File: src/rtl/xbus_pkg.sv
package xbus_pkg;

    localparam int CFG_W     = 16;
    localparam int WAIT_W    = 3;
    localparam int WAIT_LSB  = 12;
    localparam int AHOLD_BIT = 10;
    localparam int TURN_BIT  = 9;
    localparam int WHOLD_BIT = 8;

    typedef struct packed {
        logic [WAIT_W-1:0] wait_n;
        logic              ahold;
        logic              turn;
        logic              whold;
    } tcfg_t;

    typedef enum logic [2:0] {
        S_IDLE,
        S_ADDR,
        S_AHLD,
        S_RD,
        S_WR,
        S_WHLD,
        S_TURN
    } xstate_e;

endpackage

File: src/rtl/xbus_cfg_pick.sv
module xbus_cfg_pick
    import xbus_pkg::*;
#(
    parameter int NSEL = 4,
    localparam int SW  = $clog2(NSEL)
) (
    input  logic [NSEL*CFG_W-1:0] cfg_all,
    input  logic [SW-1:0]         sel,
    output tcfg_t                 cfg
);

    tcfg_t fields [NSEL];

    for (genvar i = 0; i < NSEL; i++) begin : g_unpack
        assign fields[i].wait_n = cfg_all[i*CFG_W + WAIT_LSB +: WAIT_W];
        assign fields[i].ahold  = cfg_all[i*CFG_W + AHOLD_BIT];
        assign fields[i].turn   = cfg_all[i*CFG_W + TURN_BIT];
        assign fields[i].whold  = cfg_all[i*CFG_W + WHOLD_BIT];
    end

    logic cfg_unused;
    assign cfg_unused = ^cfg_all;

    assign cfg = fields[sel];

endmodule

File: src/rtl/xbus_seq.sv
module xbus_seq
    import xbus_pkg::*;
#(
    parameter int DW   = 16,
    parameter int NSEL = 4,
    localparam int SW  = $clog2(NSEL),
    localparam int BEW = DW / 8
) (
    input  logic            clk,
    input  logic            rst_n,
    input  logic            port_en,
    input  tcfg_t           cfg_in,
    input  logic            req_valid,
    input  logic            req_write,
    input  logic [SW-1:0]   req_sel,
    input  logic [DW-1:0]   req_addr,
    input  logic [DW-1:0]   req_wdata,
    input  logic [BEW-1:0]  req_be,
    output logic            req_ready,
    output logic [DW-1:0]   req_rdata,
    output logic [DW-1:0]   ad_o,
    output logic            ad_oe,
    input  logic [DW-1:0]   ad_i,
    output logic            ae,
    output logic            rd_n,
    output logic            wr_n,
    output logic [NSEL-1:0] sel_oh,
    output logic [BEW-1:0]  be_n
);

    typedef struct packed {
        xstate_e           state;
        logic [WAIT_W-1:0] cnt;
        tcfg_t             cfg;
        logic              wr;
        logic [DW-1:0]     addr;
        logic [DW-1:0]     wdata;
        logic [BEW-1:0]    be;
        logic [SW-1:0]     sel;
        logic [DW-1:0]     rdata;
        logic              ae;
        logic              rd_n;
        logic              wr_n;
        logic              oe;
        logic [DW-1:0]     ad;
        logic [NSEL-1:0]   sel_oh;
        logic [BEW-1:0]    be_n;
        logic              ready;
    } regs_t;

    regs_t r_q, r_d;

    always_comb begin
        logic active;
        r_d = r_q;

        // next state
        case (r_q.state)
            S_IDLE: begin
                if (port_en && req_valid && r_q.ready) begin
                    r_d.state = S_ADDR;
                    r_d.cnt   = cfg_in.wait_n;
                    r_d.cfg   = cfg_in;
                    r_d.wr    = req_write;
                    r_d.addr  = req_addr;
                    r_d.wdata = req_wdata;
                    r_d.be    = req_be;
                    r_d.sel   = req_sel;
                end
            end
            S_ADDR: begin
                if (r_q.cnt != '0) begin
                    r_d.cnt = r_q.cnt - 1'b1;
                end else if (r_q.cfg.ahold) begin
                    r_d.state = S_AHLD;
                end else begin
                    r_d.state = r_q.wr ? S_WR : S_RD;
                end
            end
            S_AHLD: r_d.state = r_q.wr ? S_WR : S_RD;
            S_RD: begin
                r_d.rdata = ad_i;
                r_d.state = r_q.cfg.turn ? S_TURN : S_IDLE;
            end
            S_WR:   r_d.state = r_q.cfg.whold ? S_WHLD : S_IDLE;
            S_WHLD: r_d.state = S_IDLE;
            S_TURN: r_d.state = S_IDLE;
            default: r_d.state = S_IDLE;
        endcase

        // registered pin values follow the next state
        active = (r_d.state == S_ADDR) || (r_d.state == S_AHLD) ||
                 (r_d.state == S_RD)   || (r_d.state == S_WR)   ||
                 (r_d.state == S_WHLD);
        r_d.ae   = (r_d.state == S_ADDR);
        r_d.rd_n = (r_d.state != S_RD);
        r_d.wr_n = (r_d.state != S_WR);
        r_d.oe   = (r_d.state == S_ADDR) || (r_d.state == S_AHLD) ||
                   (r_d.state == S_WR)   || (r_d.state == S_WHLD);
        if ((r_d.state == S_ADDR) || (r_d.state == S_AHLD)) begin
            r_d.ad = r_d.addr;
        end else if ((r_d.state == S_WR) || (r_d.state == S_WHLD)) begin
            r_d.ad = r_d.wdata;
        end else begin
            r_d.ad = '0;
        end
        for (int i = 0; i < NSEL; i++) begin
            r_d.sel_oh[i] = active && (r_d.sel == SW'(i));
        end
        r_d.be_n  = active ? ~r_d.be : '1;
        r_d.ready = (r_d.state == S_IDLE) && port_en;
    end

    always_ff @(posedge clk or negedge rst_n) begin
        if (!rst_n) begin
            r_q        <= '0;
            r_q.state  <= S_IDLE;
            r_q.rd_n   <= 1'b1;
            r_q.wr_n   <= 1'b1;
            r_q.be_n   <= '1;
        end else begin
            r_q <= r_d;
        end
    end

    assign req_ready = r_q.ready;
    assign req_rdata = r_q.rdata;
    assign ad_o      = r_q.ad;
    assign ad_oe     = r_q.oe;
    assign ae        = r_q.ae;
    assign rd_n      = r_q.rd_n;
    assign wr_n      = r_q.wr_n;
    assign sel_oh    = r_q.sel_oh;
    assign be_n      = r_q.be_n;

    // a disabled port never leaves idle
    a_r2_hold_off: assert property (@(posedge clk) disable iff (!rst_n)
        (r_q.state == S_IDLE && !port_en) |=> (r_q.state == S_IDLE));

    // never more than one select low
    a_r3_one_sel: assert property (@(posedge clk) disable iff (!rst_n)
        $onehot0(sel_oh));

    // the address phase always has a select
    a_r3_ae_sel: assert property (@(posedge clk) disable iff (!rst_n)
        ae |-> (sel_oh != '0));

    // the bus is released while the read strobe is low
    a_r5_rd_float: assert property (@(posedge clk) disable iff (!rst_n)
        !rd_n |-> (!ad_oe && wr_n));

    // data is driven while the write strobe is low
    a_r6_wr_drive: assert property (@(posedge clk) disable iff (!rst_n)
        !wr_n |-> (ad_oe && rd_n));

    // ready only while the bus is quiet
    a_r10_ready_quiet: assert property (@(posedge clk) disable iff (!rst_n)
        req_ready |-> (rd_n && wr_n && !ae && sel_oh == '0));

    // a strobe lasts a single cycle
    a_r5_strobe_single: assert property (@(posedge clk) disable iff (!rst_n)
        (!rd_n || !wr_n) |=> (rd_n && wr_n));

endmodule

File: src/rtl/xbus_ctrl.sv
module xbus_ctrl
    import xbus_pkg::*;
#(
    parameter int DW   = 16,
    parameter int NSEL = 4,
    localparam int SW  = $clog2(NSEL),
    localparam int BEW = DW / 8
) (
    input  logic                  clk,
    input  logic                  rst_n,
    input  logic                  port_en,
    input  logic [NSEL*CFG_W-1:0] cfg_all,
    input  logic                  req_valid,
    input  logic                  req_write,
    input  logic [SW-1:0]         req_sel,
    input  logic [DW-1:0]         req_addr,
    input  logic [DW-1:0]         req_wdata,
    input  logic [BEW-1:0]        req_be,
    output logic                  req_ready,
    output logic [DW-1:0]         req_rdata,
    output logic [DW-1:0]         ext_ad_o,
    output logic                  ext_ad_oe,
    input  logic [DW-1:0]         ext_ad_i,
    output logic                  ext_ae,
    output logic                  ext_rd_n,
    output logic                  ext_wr_n,
    output logic [NSEL-1:0]       ext_sel_n,
    output logic                  ext_bhe_n,
    output logic                  ext_ble_n
);

    tcfg_t           cfg_sel;
    logic [NSEL-1:0] sel_oh;
    logic [BEW-1:0]  be_n;

    xbus_cfg_pick #(.NSEL(NSEL)) u_pick (
        .cfg_all (cfg_all),
        .sel     (req_sel),
        .cfg     (cfg_sel)
    );

    xbus_seq #(.DW(DW), .NSEL(NSEL)) u_seq (
        .clk       (clk),
        .rst_n     (rst_n),
        .port_en   (port_en),
        .cfg_in    (cfg_sel),
        .req_valid (req_valid),
        .req_write (req_write),
        .req_sel   (req_sel),
        .req_addr  (req_addr),
        .req_wdata (req_wdata),
        .req_be    (req_be),
        .req_ready (req_ready),
        .req_rdata (req_rdata),
        .ad_o      (ext_ad_o),
        .ad_oe     (ext_ad_oe),
        .ad_i      (ext_ad_i),
        .ae        (ext_ae),
        .rd_n      (ext_rd_n),
        .wr_n      (ext_wr_n),
        .sel_oh    (sel_oh),
        .be_n      (be_n)
    );

    assign ext_sel_n = ~sel_oh;
    assign ext_bhe_n = be_n[BEW-1];
    assign ext_ble_n = be_n[0];

endmodule

File: config.mk
export PLATFORM = sky130hd
export DESIGN_NAME = xbus_ctrl
export DESIGN_NICKNAME = d
export VERILOG_FILES = /design/src/rtl/xbus_pkg.sv /design/src/rtl/xbus_cfg_pick.sv /design/src/rtl/xbus_seq.sv /design/src/rtl/xbus_ctrl.sv
export SDC_FILE = /design/constraint.sdc
export NUM_CORES = 1
export LEC_CHECK = 0
export BUFFER_PORTS_ARGS = -buffer_cell sky130_fd_sc_hd__buf_4
export CORE_MARGIN = 5
export CORE_UTILIZATION = 28
export CTS_BUF_LIST = sky130_fd_sc_hd__clkbuf_8
export DETAILED_ROUTE_END_ITERATION = 8
export PLACE_DENSITY = 0.55
export RECOVER_POWER = 50
export SLEW_MARGIN = 20
export SYNTH_ARGS = -nofsm -noshare
export SYNTH_HDL_FRONTEND = slang
export SYNTH_SLANG_ARGS = --single-unit
File: constraint.sdc
create_clock -name clk -period 2.32 [get_ports clk]
set_input_delay 0.58 -clock clk [delete_from_list [all_inputs] [get_ports clk]]
set_output_delay 0.58 -clock clk [all_outputs]
set_load 0.03 [all_outputs]
==> out/metrics.yaml <==
power:
  p_seq_share_pct: 39.3
  swShare_pct: 41.3
  clkPwrFrac_pct: 15.1
  power_w: 0.00641
  p_int_w: 0.00377
  peakVddDrop_uv: 436
  switchingPower_w: 0.00265
  power.leakage_nw: 2.53
  combPwrFrac_pct: 45.6
  power_density_nw_per_um2: 1260
synth:
  ys_seq_area_share_pct: 54.4
  ys_types: 50
  syn_area_um2: 4110
  ys.flop_type: "dfrtp_1"
  synthAdderAreaFrac_pct: 0.610
  synth_nets: 498
  synth.area.top_cells: "dfrtp_1, nand2_1, buf_4, mux2i_1, o2bb2ai_2"
  synth_compound_area_share_pct: 9.63
  synth_top_family_by_area: "simple AND/OR/NAND/NOR gates"
  synth-xor-area-share_pct: 0
  synthArstFlopShare_pct: 100
  synth_top_area_share_pct: 51.8
  yosys.area.top_type: "dfrtp_1"
  ys_ff_latch: 89
  synth-simple-area-share_pct: 15.5
  synth_edf_count: 0
  synth_cells: 375
  synthMuxAreaShare_pct: 8.84
  syn_area_per_cell_um2: 10.9
  ys_warn_count: 0
sta:
  rsz0062_at_grt: "no"
  drv_slew: 29
  fmax_ghz: 0.518
  min_period_over_period_pct: 83.1
  fin_ws_ps: 391
  tightest_slew_ps: 1660
  hold_slack_ps: 400
  hold_viol: 0
  fin_skew_ps: 7.80
  finalCriticalPeriod_ps: 1930
  setup_violations: 0
  max-slew-margin-rel_pct: -10.8
  tns_ps: 0
hold_path:
  min_delay_path_depth: 3
  min_from: "ext_ad_i[11]"
  hp-class: "input pin to flip-flop"
placed_design:
  dpl.hpwl_mm: 7.09
  place_ws_ps: 283
  gp_congestion: 0.824
  port_buffers: 123
worst_setup_path:
  slowest_stage: "dfrtp_1"
  critPathTopFamily: "simple AND/OR/NAND/NOR gates"
  path_depth: 6
  cp.arrival_ps: 2180
  ff2ff_path_depth: 6
  cp_cell_sequence: "or3b_1 -> a21o_1 -> and3_4 -> clkinv_2 -> nand2b_2 -> a211o_1"
  cpPeakStageDelay_ps: 510
  cp.buffers_inverters: 1
  cp-start-kind: "flip-flop"
  cp-startpoint: "u_seq.r_q[91]"
  rr_startpoint: "u_seq.r_q[91]"
  crit_fanout: 12
  end_kind: "flip-flop"
  critPathRequiredTime_ps: 2570
  path_class: "flip-flop to flip-flop"
routing:
  routedWlPerCell_um: 14.8
  finalWirelength_mm: 9.69
  ant_nets: 0
  dr_total_vias: 2846
  viasPerCell: 4.33
  drc: 0
  first_iter_violations: 62
  drt_first_pass_iters: 4
cts:
  cts_tree: "built"
  cts-resized-gates: 0
  cts-root-buf: "clkbuf_8"
  cts_setup_buffers: 0
  postCtsHoldBufs: 0
  clk_latency_ps: 370
  path_clk_slew_ps: 80
  cts_sinks: 89
  htree_levels: 3
  cts_buffer_depth: 2
  numCtsBuffers: 9
job:
  maxCapViolCount: 1
run_status:
  status: "finished with violations"
  violations: "capacitance limit, slew limit"
global_routing:
  grt_usage_pct: 11.9
  antenna_found_initial: 0
  overflow: 0
  grt_max_degree: 62
  grt_pass1_vias: 3087
  grt_pass1_wl_mm: 15.6
floorplanning:
  placementRows: 44
  ios: 164
  initial_core_util_pct: 28.4
  fp.dieArea_um2: 17200
  die_w_um: 131
  core_um2: 14500
  die_y_um: 131
finish:
  area_delta_synth_final_pct: 24.2
  fin_nets: 591
  antennaDiodeCount: 0
  layout-drive-gt1-share_pct: 34.2
  final_core_util_pct: 35.2
[metal layers]
| metal | vias to the layer above | routed length [um] | GRT usage, % |
|---|---|---|---|
| li1 | 1377 | - | - |
| met3 | 21 | 759 | 4.05 |
| met1 | 1359 | 4190 | 14.8 |
| met2 | 89 | 4490 | 18.6 |
| met5 | - | 0 | 0 |
| met4 | 0 | 249 | 5.57 |
[cell type report]
class | instances | area (um^2)
sequential | 89 | 2230
timing repair buffer | 131 | 946
inverter | 27 | 103
multi-input combinational | 210 | 1410
tap | 184 | 230
fill | 1507 | 9380
clock buffer | 11 | 151
clock inverter | 5 | 23.8
[placed cells by master, fill, tap and decap left out, types with 2 or more instances in the layout]
cell / n
nand2b_1: 3
mux4_2: 6
a21oi_1: 3
o2bb2ai_2: 10
dfrtp_1: 85
o21ai_1: 4
mux2i_1: 18
ha_1: 2
nor2b_1: 2
mux2_2: 3
nand3b_1: 3
inv_1: 26
buf_4: 108
dfstp_2: 4
inv_2: 3
nand3_1: 2
nor2_1: 8
nor3_1: 4
buf_12: 3
clkbuf_1: 20
clkbuf_8: 11
o21ai_0: 2
nand2_1: 108
a31oi_1: 3
o2bb2ai_1: 6
clkinv_2: 2
[worst register-to-register path, cell delays in order, from the launching register on]
cell	delay [ps]
dfrtp_1	510
or3b_1	420
a21o_1	180
and3_4	200
clkinv_2	110
nand2b_2	100
a211o_1	290
[state kept, by name, indices dropped and copies added, names as in the netlist]
register,flops
u_seq.sel_oh,4
u_seq.rd_n,1
u_seq.ad_o,16
u_seq.r_q,46
u_seq.ae,1
u_seq.req_ready,1
u_seq.req_rdata,16
u_seq.be_n,2
u_seq.ad_oe,1
u_seq.wr_n,1
[per-stage QoR]
| stage | instance area, um^2 | std cells |
|---|---|---|
| after floorplan | 4110 | 375 |
| after global placement | 5010 | 641 |
| after detailed placement | 5010 | 641 |
| after CTS | 5180 | 657 |
| after global routing | 5100 | 657 |
| final | 5100 | 657 |
[path summary, 6_finish.rpt]
| path | slack (ps) | endpoint |
|---|---|---|
| max in group asynchronous | 630 | u_seq.rd_n |
| setup / recovery | 390 | u_seq.r_q[86] |
| hold reg to reg | 480 | u_seq.r_q[46] |
| min in group asynchronous | 630 | u_seq.sel_oh[1] |
| setup reg to reg | 390 | u_seq.r_q[86] |
| hold / removal | 400 | u_seq.req_rdata[11] |
[cells by family after synthesis]
kind of cell | Yosys count
AND/OR/NAND/NOR | 141
buffers and inverters | 76
AO/OA/AOI/OAI | 39
adder cells (fa/ha/maj) | 2
multiplexers | 28
flip-flops | 89
[synth_stat cells, types with 2 or more instances]
library cell	n
nand2_1	108
dfrtp_1	85
buf_4	34
inv_1	23
mux2i_1	18
o2bb2ai_2	10
nor2_1	8
buf_2	6
mux4_2	6
o2bb2ai_1	6
buf_6	4
clkbuf_1	4
dfstp_2	4
nor3_1	4
o21ai_1	4
a31oi_1	3
inv_2	3
mux2_2	3
nand2b_1	3
nand3b_1	3
a21oi_1	2
and3b_1	2
ha_1	2
nand3_1	2
nor2b_1	2
o21ai_0	2
[power by group through the flow]
stage,registers (W),clock network [W],logic [W]
after floorplan,0.00252,0,0.00233
after global placement,0.00255,0,0.00302
after detailed placement,0.00257,0,0.00308
after CTS,0.00254,0.00103,0.00308
after global routing,0.00260,0.00108,0.00325
final,0.00252,0.000967,0.00293
(Power assumes the default switching activity.)
